`src/rtl/spw_pkg.sv`:
```
// Shared types for the serial pattern watch block.
// Assumes: nothing beyond the IEEE 1800-2017 language.
package spw_pkg;

    // States of the registered 1011 detector, named after the longest matched prefix.
    typedef enum logic [2:0] {
        PFX_NONE = 3'd0,
        PFX_1    = 3'd1,
        PFX_10   = 3'd2,
        PFX_101  = 3'd3,
        PFX_1011 = 3'd4
    } quad_pfx_t;

endpackage

```
`src/rtl/spw_suffix_match.sv`:
```
// Same-cycle detector for a fixed bit pattern of PAT_LEN bits.
// It keeps the last PAT_LEN-1 sampled bits and a fill count. It flags when
// those bits, followed by the present input, equal PATTERN. The oldest bit is
// the MSB. Overlapping matches are accepted naturally.
// Assumes: PAT_LEN >= 2; reset is synchronous and active low.
module spw_suffix_match #(
    parameter int unsigned          PAT_LEN = 4,
    parameter logic [PAT_LEN-1:0]   PATTERN = 4'b1011
) (
    input  logic clk,
    input  logic rst_n,
    input  logic bit_in,
    output logic match
);
    localparam int unsigned HIST_W = PAT_LEN - 1;
    localparam int unsigned FILL_W = $clog2(PAT_LEN);
    localparam logic [FILL_W-1:0] FILL_FULL = FILL_W'(HIST_W);

    logic [HIST_W-1:0] hist_q;
    logic [FILL_W-1:0] fill_q;
    logic [HIST_W:0]   window;

    assign window = {hist_q, bit_in};

    // Shift the new bit into the history; count sampled bits up to full.
    always_ff @(posedge clk) begin
        if (!rst_n) begin
            hist_q <= '0;
            fill_q <= '0;
        end else begin
            hist_q <= window[HIST_W-1:0];
            if (fill_q != FILL_FULL)
                fill_q <= fill_q + 1'b1;
        end
    end

    // Flag a match only once enough bits have been sampled since reset.
    always_comb begin
        match = (fill_q == FILL_FULL) && (window == PATTERN);
    end

endmodule

```
`src/rtl/spw_quad_fsm.sv`:
```
// Registered 1011 detector with a synchronous clear.
// The output is high only while the state says a full 1011 has been seen.
// A clear returns to the empty state and discards that cycle's data bit.
// Assumes: reset is synchronous and active low; clear outranks data.
module spw_quad_fsm
    import spw_pkg::*;
(
    input  logic clk,
    input  logic rst_n,
    input  logic clr,
    input  logic bit_in,
    output logic hit
);
    quad_pfx_t st_q, st_d;

    // Hold the longest matched prefix; reset and clear both empty it.
    always_ff @(posedge clk) begin
        if (!rst_n)
            st_q <= PFX_NONE;
        else if (clr)
            st_q <= PFX_NONE;
        else
            st_q <= st_d;
    end

    // Next prefix from the present prefix and the incoming bit.
    always_comb begin
        st_d = st_q;
        unique case (st_q)
            PFX_NONE: st_d = bit_in ? PFX_1    : PFX_NONE;
            PFX_1:    st_d = bit_in ? PFX_1    : PFX_10;
            PFX_10:   st_d = bit_in ? PFX_101  : PFX_NONE;
            PFX_101:  st_d = bit_in ? PFX_1011 : PFX_10;
            PFX_1011: st_d = bit_in ? PFX_1    : PFX_10;
            default:  st_d = PFX_NONE;
        endcase
    end

    // Moore output: only the full-match state raises it.
    always_comb begin
        hit = (st_q == PFX_1011);
    end

endmodule

```
`src/rtl/serial_pattern_watch.sv`:
```
// Top of the serial pattern watch block. It runs three detectors on one
// serial input: same-cycle 1011, same-cycle 110 and a registered 1011
// detector with its own clear.
// Assumes: one data bit per rising edge; synchronous active-low reset.
module serial_pattern_watch #(
    parameter int unsigned QUAD_LEN = 4,
    parameter logic [QUAD_LEN-1:0] QUAD_PAT = 4'b1011,
    parameter int unsigned TRI_LEN  = 3,
    parameter logic [TRI_LEN-1:0]  TRI_PAT  = 3'b110
) (
    input  logic clk,
    input  logic rst_n,
    input  logic din,
    input  logic clr,
    output logic hit_quad,
    output logic hit_tri,
    output logic hit_reg
);

    spw_suffix_match #(.PAT_LEN(QUAD_LEN), .PATTERN(QUAD_PAT)) quad_i (
        .clk(clk), .rst_n(rst_n), .bit_in(din), .match(hit_quad)
    );

    spw_suffix_match #(.PAT_LEN(TRI_LEN), .PATTERN(TRI_PAT)) tri_i (
        .clk(clk), .rst_n(rst_n), .bit_in(din), .match(hit_tri)
    );

    spw_quad_fsm reg_i (
        .clk(clk), .rst_n(rst_n), .clr(clr), .bit_in(din), .hit(hit_reg)
    );

endmodule

```
`config.mk`:
```
export PLATFORM = sky130hd
export DESIGN_NAME = serial_pattern_watch
export DESIGN_NICKNAME = d
export VERILOG_FILES = /design/src/rtl/spw_pkg.sv /design/src/rtl/spw_suffix_match.sv /design/src/rtl/spw_quad_fsm.sv /design/src/rtl/serial_pattern_watch.sv
export SDC_FILE = /design/constraint.sdc
export NUM_CORES = 1
export LEC_CHECK = 0
export BUFFER_PORTS_ARGS = -buffer_cell sky130_fd_sc_hd__buf_2
export CORE_AREA = 2 2 39 41
export DETAILED_ROUTE_END_ITERATION = 10
export DIE_AREA = 0 0 41 43
export GPL_TIMING_DRIVEN = 0
export SLEW_MARGIN = 0
export SYNTH_ARGS = -nofsm -noshare
export SYNTH_HDL_FRONTEND = slang
export SYNTH_SLANG_ARGS = --single-unit
```
`constraint.sdc`:
```
create_clock -name clk -period 1.9 [get_ports clk]
set_input_delay 0.095 -clock clk [delete_from_list [all_inputs] [get_ports clk]]
set_output_delay 0.095 -clock clk [all_outputs]
set_load 0.02 [all_outputs]
```
==> results <==
- The critical path endpoint category is an output pin.
- Setup violations remaining at the end of the flow were counted as 0.
- Summed over all cells, the static leakage comes to 0.217 nW.
- In this run the critical register-to-register path is launched from tri_i.fill_q[0]$_SDFFE_PN0N_.
- The share of total power dissipated in combinational logic is 0.175.
- The share of the Yosys chip area taken by registers is 0.475.
- The number of different library cells used by synthesis comes to 19.
- The flip-flop and latch count after synthesis is 10.
- VDD sags by at most 0.456 mV.
- The number of rows in the core area is 14.
- The effective utilization at floorplan is 0.305.
- The worst hold path belongs to the class in2reg.
- The net switching power figure is 137 uW.
- The type of element launching the critical path is a register.
- The worst hold path stage count is 2.
- 0 antenna diodes ended up in the layout.
- For this run, the total global-route usage over all layers was measured as 0.0966.
- Buffers placed on the I/O ports in this run total 6.
- The initial antenna violation count came to 0.
- The worst-skew pair later-pin latency is 0.27 ns.
- The congestion estimate from routability-driven global placement came to 0.688.
- The number of nets in the finished design is 57.
- Entering global routing, the biggest net connects 10 pins.
- By startpoint and endpoint, the worst setup path is classified as reg2out.
- The core area is 1380 um2.
- For this run, the top clock speed supported by timing is 708 MHz.
- The shortest clock period the worst path allows after layout is 1.41 ns.
- The summed instance area of the synthesized netlist is 422 um2.
- The first-pass GRT wire length is 1090 um.
- Of the available clock period, the critical path in the final layout requires 0.743.
- The required time of the worst setup path is 1.80 ns.
- The sequential fraction of design power is 0.473.
- In this run the remaining antenna-violating nets after routing total 0.
- The flow ran to the end, and the final reports show no timing, DRC or antenna violations.
- The power per cell area is 1060 nW/um2.
- The final instance count without filler cells is 66.
- After the first detailed-routing iteration, the DRC count stood at 1.
- For the final database, setup skew stands at 0.00599 ns.
- The area overhead of the layout relative to synthesis is 22.8%.
- After technology mapping, the gate count stands at 39.
- Max-cap violations in this run came to 0.
- Setup repair after global routing left no endpoint under its margin.
- Measured against its own limit, the worst slew margin works out to 0.854.
- The die area is 1760 um2.
- After detailed placement, the design holds a cell count of 61.
- On the worst path, the slowest cell contributes a delay of 0.35 ns.
- In this run the horizontal extent of the chip is 41 um.
- The placed wire-length estimate after detailed placement is 464 um.
- The count of endpoints failing hold in the final timing report is 0.
- The max-slew violation count is 0.
- The longest clock path from root to sink contains 2 buffers.
- Counting the buffers created by CTS gives 3.
- The number of global-route vias before repair came to 249.
- A synthesized cell averages 10.8 um2.
- The die boundary height is 43 um.
- The share of final-layout standard cells stronger than drive strength 1 is 0.260.
- The total grt overflow is 0.
- The completed layout was analyzed and its total power is 550 uW.
- Data arrives at the worst endpoint at 1.32 ns.
- Internal power comes to 413 uW.
- The utilization after layout is 0.374.
- The clock transition at the register clock pins on the worst setup and hold paths after CTS is 0.07 ns.
- For this design, the sink count on the clock tree is 10.
- The I/O pin total is 7.
- The endpoint identified for the worst register-to-register timing path is tri_i.fill_q[1]$_SDFFE_PN0N_.
- Of the total power, the clock network draws 0.353.
- After routing, the total negative slack on setup checks comes to 0 ns.
- Summed over all layers, the routed wires come to 640 um.
- After clock tree synthesis, the repair step resized 0 gates.
- After detailed routing, the number of remaining DRC violations is 0.
- TritonCTS built the clock tree.
- Dividing the detail-routed wire length by the instance count gives 9.70 um.
- CTS built an H-tree with a depth of 1.
- Together, buffers and inverters on the worst path number 1.
- The capture endpoint of the worst hold path is quad_i.hist_q[0]$_SDFF_PN0_.
- The measured slew at the worst slew-check pin is 0.219 ns.
- The number of warnings issued by yosys is 0.
- Before antenna repair, the detailed router went through 2 iterations.
- When the netlist entered floorplanning its net count stood at 45.
- The maximum fanout along the worst path is 3.
- The cell class contributing the biggest share of worst-path delay is flip-flops.
- The net switching share of the total power is 0.250.
- The via total after detailed routing is 292.
- The master cell of the clock root buffer is clkbuf_4.
- On the critical path, the stage with the largest delay is an instance of dfxtp_1.
- Across all register-to-register paths, the minimum setup slack is 0.88 ns.
- Hold is met by 0.106 ns.
- The vias per cell is 4.42.
- In this run the most critical hold path is launched from din.
- The signal on the critical path passes through ha_1 -> nand3_1 -> nor3b_1 -> buf_2.
- The depth of the worst register-to-register path is 5.
## area by class of cell
cell class / instances / area, um2
Clock buffer: 4 / 36.3
Multi-Input combinational cell: 27 / 214
Timing Repair Buffer: 7 / 40.0
Tap cell: 16 / 20.0
Sequential cell: 10 / 200
Inverter: 2 / 7.51
Fill cell: 138 / 866
## logic make-up (layout without fill, tap and decap cells)
logic type | Yosys count | in the layout | share of synthesized area
compound gates | 2 | 2 | 0.0415
xor+xnor | 2 | 2 | 0.0416
fa+ha+maj | 3 | 3 | 0.0831
buf+inv | 2 | 13 | 0.0178
flops | 10 | 10 | 0.475
mux | 1 | 1 | 0.0237
simple gates | 19 | 19 | 0.317
## cells in the mapped netlist
cell type / n / area [um2]
and4_1: 1 / 8.76
nor2b_1: 1 / 6.26
and4bb_1: 1 / 12.5
mux2i_1: 1 / 10.0
o21ai_0: 1 / 5.00
inv_1: 2 / 7.51
nor3b_2: 2 / 25.0
a211oi_2: 1 / 12.5
nand3b_1: 1 / 7.51
nor3_1: 1 / 5.00
nand3_1: 1 / 5.00
nor3b_1: 2 / 15.0
and2_1: 6 / 37.5
xnor2_1: 2 / 17.5
maj3_1: 1 / 10.0
ha_1: 2 / 25.0
nand2_1: 2 / 7.51
nor2_1: 1 / 3.75
dfxtp_1: 10 / 200
## registers in the layout, summed over array words and instances, names as in the netlist
name and cells:
tri_i.fill_q 2, quad_i.fill_q 2, quad_i.hist_q 3, reg_i.st_q 3
## power by group through the flow
stage               Sequential, mW  Combinational, mW  Clock [mW]
CTS                          0.260             0.0991       0.203
global route                 0.265              0.110       0.213
global placement             0.263             0.0913           0
detailed placement           0.264             0.0969           0
floorplan                    0.261             0.0780           0
finish                       0.260             0.0961       0.194
## per-stage QoR
stage / instance area [um2] / worst slack, ns
6_report: 518 / 0.488
5_1_grt: 518 / 0.352
4_1_cts: 518 / 0.464
3_5_place_dp: 472 / 0.788
3_3_place_gp: 472 / 0.792
2_1_floorplan: 422 / 0.645
## metal layers
metal	vias up	part of all wire	GRT usage
met1	125	0.52	0.120
li1	158	-	-
met5	-	0	0
met4	0	0	0.0200
met2	9	0.39	0.119
met3	0	0.088	0.0942
## worst max-delay path by stage
stage / from / to / slack, ns / depth (start not counted)
detailed placement: quad_i.fill_q[0]$_SDFFE_PN0N_ / hit_quad / 0.79 / 4
global placement: quad_i.fill_q[0]$_SDFFE_PN0N_ / hit_quad / 0.79 / 4
CTS: quad_i.fill_q[0]$_SDFFE_PN0N_ / hit_quad / 0.46 / 4
finish: quad_i.fill_q[0]$_SDFFE_PN0N_ / hit_quad / 0.49 / 4
floorplan: quad_i.fill_q[0]$_SDFFE_PN0N_ / hit_quad / 0.64 / 3
global route: quad_i.fill_q[0]$_SDFFE_PN0N_ / hit_quad / 0.35 / 4
## cells in the final DEF (no fill, tap or decap), drive strengths merged, types with 2 or more instances in the layout
| cell type | synthesis | final |
|---|---|---|
| xnor2 | 2 | 2 |
| ha | 2 | 2 |
| inv | 2 | 2 |
| nor3b | 4 | 4 |
| nand2 | 2 | 2 |
| clkbuf | 0 | 4 |
| buf | 0 | 6 |
| dfxtp | 10 | 10 |
| and2 | 6 | 6 |
## repair_timing
| item | in CTS | in global routing |
|---|---|---|
| hold buffers | 1 | 0 |
| hold endpoints to repair | 1 | 0 |
| setup buffers | 0 | 0 |
Power figures use the tool's default switching activity.
